`src/rtl/hxl_pkg.sv`:
```
package hxl_pkg;

  typedef enum logic [1:0] {
    OP_LOOKUP = 2'b00,
    OP_INSERT = 2'b01,
    OP_DELETE = 2'b10,
    OP_SPARE  = 2'b11
  } hxl_op_e;

  typedef enum logic {
    ST_IDLE  = 1'b0,
    ST_PROBE = 1'b1
  } hxl_state_e;

endpackage

```
`src/rtl/hxl_fold_hash.sv`:
```
module hxl_fold_hash #(
  parameter int KEY_W = 32,
  parameter int IDX_W = 4
) (
  input  logic [KEY_W-1:0] key,
  output logic [IDX_W-1:0] idx
);
  localparam int FOLDS = (KEY_W + IDX_W - 1) / IDX_W;
  localparam int PAD_W = FOLDS * IDX_W;

  logic [PAD_W-1:0] padded;
  logic [IDX_W-1:0] part [FOLDS];

  assign padded = PAD_W'(key);

  for (genvar g = 0; g < FOLDS; g++) begin : g_part
    assign part[g] = padded[g*IDX_W +: IDX_W];
  end

  always_comb begin
    idx = '0;
    for (int i = 0; i < FOLDS; i++) begin
      idx = idx ^ part[i];
    end
  end

endmodule

```
`src/rtl/hxl_slot_store.sv`:
```
module hxl_slot_store #(
  parameter int KEY_W = 32,
  parameter int RES_W = 8,
  parameter int IDX_W = 4
) (
  input  logic             clk,
  input  logic             rst_n,
  input  logic [IDX_W-1:0] rd_idx,
  output logic             rd_valid,
  output logic [KEY_W-1:0] rd_key,
  output logic [RES_W-1:0] rd_res,
  input  logic             wr_en,
  input  logic [IDX_W-1:0] wr_idx,
  input  logic             wr_valid,
  input  logic [KEY_W-1:0] wr_key,
  input  logic [RES_W-1:0] wr_res
);
  localparam int DEPTH = 1 << IDX_W;

  logic [DEPTH-1:0] vld_q;
  logic [KEY_W-1:0] key_q [DEPTH];
  logic [RES_W-1:0] res_q [DEPTH];

  for (genvar g = 0; g < DEPTH; g++) begin : g_slot
    logic slot_we;
    assign slot_we = wr_en && (wr_idx == IDX_W'(g));

    always_ff @(posedge clk or negedge rst_n) begin
      if (!rst_n) begin
        vld_q[g] <= 1'b0;
      end else if (slot_we) begin
        vld_q[g] <= wr_valid;
      end
    end

    always_ff @(posedge clk) begin
      if (slot_we) begin
        key_q[g] <= wr_key;
        res_q[g] <= wr_res;
      end
    end
  end

  assign rd_valid = vld_q[rd_idx];
  assign rd_key   = key_q[rd_idx];
  assign rd_res   = res_q[rd_idx];

endmodule

```
`src/rtl/hxl_probe_ctrl.sv`:
```
module hxl_probe_ctrl
  import hxl_pkg::*;
#(
  parameter int KEY_W     = 32,
  parameter int RES_W     = 8,
  parameter int IDX_W     = 4,
  parameter int MAX_PROBE = 4,
  localparam int CNT_W    = $clog2(MAX_PROBE + 1)
) (
  input  logic             clk,
  input  logic             rst_n,
  input  logic             req_valid,
  output logic             req_ready,
  input  logic [1:0]       req_op,
  input  logic [KEY_W-1:0] req_key,
  input  logic [RES_W-1:0] req_result,
  input  logic [IDX_W-1:0] hash_idx,
  output logic [IDX_W-1:0] rd_idx,
  input  logic             rd_valid,
  input  logic [KEY_W-1:0] rd_key,
  input  logic [RES_W-1:0] rd_res,
  output logic             wr_en,
  output logic [IDX_W-1:0] wr_idx,
  output logic             wr_valid,
  output logic [KEY_W-1:0] wr_key,
  output logic [RES_W-1:0] wr_res,
  output logic             rsp_valid,
  output logic             rsp_hit,
  output logic [RES_W-1:0] rsp_result,
  output logic [CNT_W-1:0] rsp_probes
);
  hxl_state_e       state_q, state_d;
  hxl_op_e          op_q;
  logic [KEY_W-1:0] key_q;
  logic [RES_W-1:0] res_q;
  logic [IDX_W-1:0] idx_q, idx_d;
  logic [CNT_W-1:0] cnt_q, cnt_d;
  logic             cap_en;

  logic             rsp_valid_q, rsp_valid_d;
  logic             rsp_hit_q, rsp_hit_d;
  logic [RES_W-1:0] rsp_res_q, rsp_res_d;
  logic [CNT_W-1:0] rsp_probes_q, rsp_probes_d;

  logic             slot_match;
  logic             last_probe;
  logic             fin;
  logic             fin_hit;
  logic [RES_W-1:0] fin_res;

  assign req_ready  = (state_q == ST_IDLE);
  assign rd_idx     = idx_q;
  assign wr_idx     = idx_q;
  assign wr_key     = key_q;
  assign wr_res     = res_q;
  assign slot_match = rd_valid && (rd_key == key_q);
  assign last_probe = (cnt_q == CNT_W'(MAX_PROBE));

  // next-state logic
  always_comb begin
    state_d  = state_q;
    idx_d    = idx_q;
    cnt_d    = cnt_q;
    cap_en   = 1'b0;
    wr_en    = 1'b0;
    wr_valid = 1'b0;
    fin      = 1'b0;
    fin_hit  = 1'b0;
    fin_res  = '0;

    case (state_q)
      ST_IDLE: begin
        if (req_valid) begin
          cap_en  = 1'b1;
          idx_d   = hash_idx;
          cnt_d   = CNT_W'(1);
          state_d = ST_PROBE;
        end
      end
      ST_PROBE: begin
        case (op_q)
          OP_INSERT: begin
            if (!rd_valid || slot_match) begin
              wr_en    = 1'b1;
              wr_valid = 1'b1;
              fin      = 1'b1;
              fin_hit  = 1'b1;
            end else if (last_probe) begin
              fin = 1'b1;
            end
          end
          OP_DELETE: begin
            if (slot_match) begin
              wr_en    = 1'b1;
              wr_valid = 1'b0;
              fin      = 1'b1;
              fin_hit  = 1'b1;
              fin_res  = rd_res;
            end else if (!rd_valid || last_probe) begin
              fin = 1'b1;
            end
          end
          default: begin
            if (slot_match) begin
              fin     = 1'b1;
              fin_hit = 1'b1;
              fin_res = rd_res;
            end else if (!rd_valid || last_probe) begin
              fin = 1'b1;
            end
          end
        endcase
        if (fin) begin
          state_d = ST_IDLE;
        end else begin
          idx_d = idx_q + IDX_W'(1);
          cnt_d = cnt_q + CNT_W'(1);
        end
      end
      default: state_d = ST_IDLE;
    endcase
  end

  // response next values
  always_comb begin
    rsp_valid_d  = fin;
    rsp_hit_d    = rsp_hit_q;
    rsp_res_d    = rsp_res_q;
    rsp_probes_d = rsp_probes_q;
    if (fin) begin
      rsp_hit_d    = fin_hit;
      rsp_res_d    = fin_res;
      rsp_probes_d = cnt_q;
    end
  end

  // control registers
  always_ff @(posedge clk or negedge rst_n) begin
    if (!rst_n) begin
      state_q      <= ST_IDLE;
      rsp_valid_q  <= 1'b0;
      rsp_hit_q    <= 1'b0;
      rsp_res_q    <= '0;
      rsp_probes_q <= '0;
    end else begin
      state_q      <= state_d;
      rsp_valid_q  <= rsp_valid_d;
      rsp_hit_q    <= rsp_hit_d;
      rsp_res_q    <= rsp_res_d;
      rsp_probes_q <= rsp_probes_d;
    end
  end

  // datapath registers, no reset
  always_ff @(posedge clk) begin
    if (cap_en) begin
      op_q  <= hxl_op_e'(req_op);
      key_q <= req_key;
      res_q <= req_result;
    end
    idx_q <= idx_d;
    cnt_q <= cnt_d;
  end

  assign rsp_valid  = rsp_valid_q;
  assign rsp_hit    = rsp_hit_q;
  assign rsp_result = rsp_res_q;
  assign rsp_probes = rsp_probes_q;

  assert_probe_range_R4: assert property (@(posedge clk) disable iff (!rst_n)
    rsp_valid_q |-> (rsp_probes_q >= CNT_W'(1) && rsp_probes_q <= CNT_W'(MAX_PROBE)));

  assert_miss_zero_R5: assert property (@(posedge clk) disable iff (!rst_n)
    (rsp_valid_q && !rsp_hit_q) |-> (rsp_res_q == '0));

  assert_insert_target_R6: assert property (@(posedge clk) disable iff (!rst_n)
    (wr_en && wr_valid) |-> (!rd_valid || rd_key == key_q));

  assert_single_pulse_R8: assert property (@(posedge clk) disable iff (!rst_n)
    rsp_valid_q |=> !rsp_valid_q);

  assert_busy_after_accept_R8: assert property (@(posedge clk) disable iff (!rst_n)
    (req_valid && req_ready) |=> (!req_ready && !rsp_valid_q));

  assert_lookup_no_write_R9: assert property (@(posedge clk) disable iff (!rst_n)
    wr_en |-> (op_q == OP_INSERT || op_q == OP_DELETE));

endmodule

```
`src/rtl/hashed_match_table.sv`:
```
module hashed_match_table #(
  parameter int KEY_W     = 32,
  parameter int RES_W     = 8,
  parameter int IDX_W     = 4,
  parameter int MAX_PROBE = 4,
  localparam int CNT_W    = $clog2(MAX_PROBE + 1)
) (
  input  logic             clk,
  input  logic             rst_n,
  input  logic             req_valid,
  output logic             req_ready,
  input  logic [1:0]       req_op,
  input  logic [KEY_W-1:0] req_key,
  input  logic [RES_W-1:0] req_result,
  output logic             rsp_valid,
  output logic             rsp_hit,
  output logic [RES_W-1:0] rsp_result,
  output logic [CNT_W-1:0] rsp_probes
);
  logic [IDX_W-1:0] hash_idx;
  logic [IDX_W-1:0] rd_idx;
  logic             rd_valid;
  logic [KEY_W-1:0] rd_key;
  logic [RES_W-1:0] rd_res;
  logic             wr_en;
  logic [IDX_W-1:0] wr_idx;
  logic             wr_valid;
  logic [KEY_W-1:0] wr_key;
  logic [RES_W-1:0] wr_res;

  hxl_fold_hash #(.KEY_W(KEY_W), .IDX_W(IDX_W)) u_hash (
    .key (req_key),
    .idx (hash_idx)
  );

  hxl_slot_store #(.KEY_W(KEY_W), .RES_W(RES_W), .IDX_W(IDX_W)) u_store (
    .clk      (clk),
    .rst_n    (rst_n),
    .rd_idx   (rd_idx),
    .rd_valid (rd_valid),
    .rd_key   (rd_key),
    .rd_res   (rd_res),
    .wr_en    (wr_en),
    .wr_idx   (wr_idx),
    .wr_valid (wr_valid),
    .wr_key   (wr_key),
    .wr_res   (wr_res)
  );

  hxl_probe_ctrl #(
    .KEY_W(KEY_W), .RES_W(RES_W), .IDX_W(IDX_W), .MAX_PROBE(MAX_PROBE)
  ) u_ctrl (
    .clk        (clk),
    .rst_n      (rst_n),
    .req_valid  (req_valid),
    .req_ready  (req_ready),
    .req_op     (req_op),
    .req_key    (req_key),
    .req_result (req_result),
    .hash_idx   (hash_idx),
    .rd_idx     (rd_idx),
    .rd_valid   (rd_valid),
    .rd_key     (rd_key),
    .rd_res     (rd_res),
    .wr_en      (wr_en),
    .wr_idx     (wr_idx),
    .wr_valid   (wr_valid),
    .wr_key     (wr_key),
    .wr_res     (wr_res),
    .rsp_valid  (rsp_valid),
    .rsp_hit    (rsp_hit),
    .rsp_result (rsp_result),
    .rsp_probes (rsp_probes)
  );

endmodule

```
`config.mk`:
```
export PLATFORM = sky130hd
export DESIGN_NAME = hashed_match_table
export DESIGN_NICKNAME = d
export VERILOG_FILES = /design/src/rtl/hxl_pkg.sv /design/src/rtl/hxl_fold_hash.sv /design/src/rtl/hxl_slot_store.sv /design/src/rtl/hxl_probe_ctrl.sv /design/src/rtl/hashed_match_table.sv
export SDC_FILE = /design/constraint.sdc
export NUM_CORES = 1
export LEC_CHECK = 0
export BUFFER_PORTS_ARGS = -buffer_cell sky130_fd_sc_hd__buf_2
export CORE_MARGIN = 10
export CORE_UTILIZATION = 45
export DETAILED_ROUTE_END_ITERATION = 8
export SYNTH_ARGS = -nofsm -noshare
export SYNTH_HDL_FRONTEND = slang
export SYNTH_SLANG_ARGS = --single-unit
```
`constraint.sdc`:
```
create_clock -name clk -period 5.65 [get_ports clk]
set_clock_uncertainty 0.15 [all_clocks]
set_input_delay 1.4125 -clock clk [delete_from_list [all_inputs] [get_ports clk]]
set_output_delay 1.4125 -clock clk [all_outputs]
set_load 0.01 [all_outputs]
```
==> flow_metrics.env <==
export IMPL_async_flop_share=0.0415
export IMPL_required_ps=6030
export IMPL_layout_area_overhead_vs_synth_pct=14.7
export IMPL_yosysTopAreaCellShare=0.721
export IMPL_fin_setup_tns_ps=0
export IMPL_vias=13700
export IMPL_max_slew_margin=0.318
export IMPL_cts_hold_buf=0
export IMPL_fp_coreArea_um2=63100
export IMPL_power_share_clock=0.381
export IMPL_intPower_mw=9.62
export IMPL_initial_core_util=0.455
export IMPL_cpPeakStageDelay_ps=800
export IMPL_path_clk_slew_ps=50
export IMPL_grt_max_degree=50
export IMPL_clk_latency_ps=620
export IMPL_p_leak_nw=10.9
export IMPL_path_buf_inv=2
export IMPL_path_delay_family="compound AO/OA/AOI/OAI gates"
export IMPL_nFillCells=5033
export IMPL_grt_pass1_vias=14400
export IMPL_tritoncts="done"
export IMPL_grt_pass1_wl_um=97700
export IMPL_drv_cap=0
export IMPL_synth_edf_count=689
export IMPL_cts_buffers=77
export IMPL_cellPowerDensity_nw_per_um2=386
export IMPL_num_rows=92
export IMPL_clk_path_buf_depth=3
export IMPL_cts_setup_buffers=0
export IMPL_worstSetupPathType="reg -> reg"
export IMPL_ir_worst_vdd_v=0.000259
export IMPL_drc=0
export IMPL_wl_um=65500
export IMPL_grt_antenna_before_repair=1
export IMPL_cts_root_buf="clkbuf_16"
export IMPL_port_buffers=58
export IMPL_setup_violations_final=0
export IMPL_synth_area_um2=28700
export IMPL_grt_use_total=0.178
export IMPL_viasPerCell=5.74
export IMPL_switching_share=0.243
export IMPL_ys_top_cells_by_area="edfxtp_1 (72%), mux4_2 (12%), mux2i_1 (2.7%), dfrtp_1 (2.6%), xnor2_1 (1.8%)"
export IMPL_start_kind="flip-flop"
export IMPL_cts_sinks=723
export IMPL_die_h_um=272
export IMPL_rsz0062_at_grt="no"
export IMPL_holdWs_ps=329
export IMPL_synth_commonest_cells="edfxtp_1 (689), mux4_2 (153), mux2i_1 (78), xnor2_1 (60), buf_2 (31)"
export IMPL_ys_types=59
export IMPL_seqPwrFrac=0.484
export IMPL_cts_repair_resized=0
export IMPL_drv_slew=0
export IMPL_drtPass1Iterations=5
export IMPL_timing_fmax_mhz=189
export IMPL_critPathCaptureType="flip-flop"
export IMPL_drive_above_1_share=0.264
export IMPL_tightest_slew_ps=1020
export IMPL_netlist_instances=1356
export IMPL_cp_data_arrival_time_ps=5680
export IMPL_die_area_um2=74200
export IMPL_final_util=0.522
export IMPL_yosysMostFrequentCell="edfxtp_1"
export IMPL_h_tree_depth=3
export IMPL_hold_path_class="reg -> reg"
export IMPL_final_period_utilization=0.938
export IMPL_ys_seq_area_frac=0.750
export IMPL_initialDrtViolationCount=1263
export IMPL_period_needed_ps=5300
export IMPL_routedWlPerCell_um=27.3
export IMPL_synth_seq_cells=723
export IMPL_status="finished clean"
export IMPL_synth_fp_nets=1409
export IMPL_synth_top_cell_by_area="edfxtp_1"
export IMPL_grt_ovfl_total=0
export IMPL_hold_viol=0
export IMPL_ios=59
export IMPL_cp_max_fo=34
export IMPL_synth_area_per_cell_um2=21.2
export IMPL_drtAntennaViolNets=0
export IMPL_yosys_warnings=0
export IMPL_gp_congestion=0.772
export IMPL_nets=1545
export IMPL_dpl_hpwl_um=37300
export IMPL_power_total_mw=12.7
export IMPL_synth_main_ff_cell="edfxtp_1"
export IMPL_cp_cell_sequence="mux4_2 > mux2i_1 > xor2_1 > nand4_1 > o31ai_1 > and4b_1 > nand4_4 > buf_4 > buf_4 > a21oi_2 > mux2_1"
export IMPL_p_comb_frac=0.135
export IMPL_switchingPower_mw=3.10
export IMPL_cp_common_cell="buf_4"
export IMPL_n_antenna_cell=0
export IMPL_critical_path_slowest_cell="dfxtp_4"
export IMPL_die_w_um=272
per-layer routing:
layer,part of all wire,GRT usage,vias up
met2,0.48,0.282,445
met5,0,0,-
li1,-,-,5859
met1,0.44,0.251,7343
met3,0.063,0.0354,95
met4,0.019,0.0456,0
power by group through the flow:
stage,logic (mW),clock network [mW],registers (mW)
detailed placement,1.73,0,6.27
global placement,1.73,0,6.26
floorplan,1.35,0,6.10
finish,1.72,4.85,6.15
global route,1.85,5.16,6.17
CTS,1.74,4.95,6.16
through the flow:
| step | cells | setup slack (ps) | area (µm²) |
|---|---|---|---|
| after global routing | 2396 | 109 | 32900 |
| after floorplan | 1356 | 1270 | 28700 |
| after CTS | 2396 | 385 | 32900 |
| after global placement | 2259 | 450 | 30500 |
| final | 2396 | 353 | 32900 |
| after detailed placement | 2259 | 402 | 30500 |
final timing paths:
check	start	to	slack, ps	depth (start not counted)
max	flip-flop	u_store.vld_q[0]	350	11
min	u_store.vld_q[10]	u_store.vld_q[10]	330	1
max reg2reg	flip-flop	u_store.vld_q[0]	350	11
min reg2reg	u_store.vld_q[10]	u_store.vld_q[10]	330	1
max in group asynchronous	rst_n	u_store.vld_q[10]	4160	1
min in group asynchronous	rst_n	u_ctrl.rsp_result[0]	710	1
cells in the final DEF (no fill, tap or decap), types with 4 or more instances in the layout:
cell / Yosys / layout
nor2b_1: 10 / 9
edfxtp_1: 689 / 689
nand4_1: 24 / 24
inv_1: 26 / 26
clkinv_2: 0 / 9
mux2i_1: 78 / 78
buf_2: 31 / 58
clkbuf_16: 0 / 81
clkinv_1: 0 / 15
dfrtp_1: 30 / 30
mux4_2: 153 / 153
nor3_1: 4 / 4
bufinv_16: 0 / 4
nor2_1: 11 / 11
and2_1: 4 / 4
a21oi_1: 12 / 12
a31oi_1: 4 / 4
xnor2_1: 60 / 60
mux2_2: 5 / 5
nand2_1: 16 / 16
o22ai_1: 10 / 10
a211oi_1: 4 / 4
clkbuf_1: 13 / 20
ha_1: 8 / 8
a22oi_1: 17 / 17
nor4_1: 4 / 4
o21ai_0: 6 / 6
a21oi_4: 10 / 16
buf_4: 5 / 41
buf_12: 0 / 21
xor2_1: 26 / 26
mux2_1: 17 / 17
nand3_1: 6 / 6
kinds of logic after synthesis:
kind of cell	after synthesis	share of synthesized area
xor gates and xnor gates	86	0.0263
adders and majority gates	8	0.00349
AOI/OAI and AO/OA	96	0.0282
and+or+nand+nor	100	0.0203
muxes	253	0.156
DFF	723	0.750
buffers and inverters	90	0.0154
registers in the layout, indices dropped and copies added (netlist names), named ones only:
name	count
u_ctrl.rsp_result	8
u_ctrl.rsp_hit	1
u_ctrl.wr_res	8
u_ctrl.rsp_valid	1
u_store.res_q	128
u_ctrl.rsp_probes	3
u_store.vld_q	16
u_ctrl.cnt_q	3
u_ctrl.state_q	1
u_store.key_q	512
u_ctrl.rd_idx	4
u_ctrl.op_q	2
u_ctrl.wr_key	32
layout make-up:
class / instances / area, µm² / share of cell area
inverter: 27 / 101 / 0.00308
multi-input combinational: 543 / 6770 / 0.206
sequential: 723 / 21500 / 0.654
tap: 846 / 1060 / 0.0322
clock inverter: 33 / 277 / 0.00840
timing repair buffer: 120 / 1020 / 0.0310
clock buffer: 104 / 2140 / 0.0651
(Power assumes the default switching activity.)
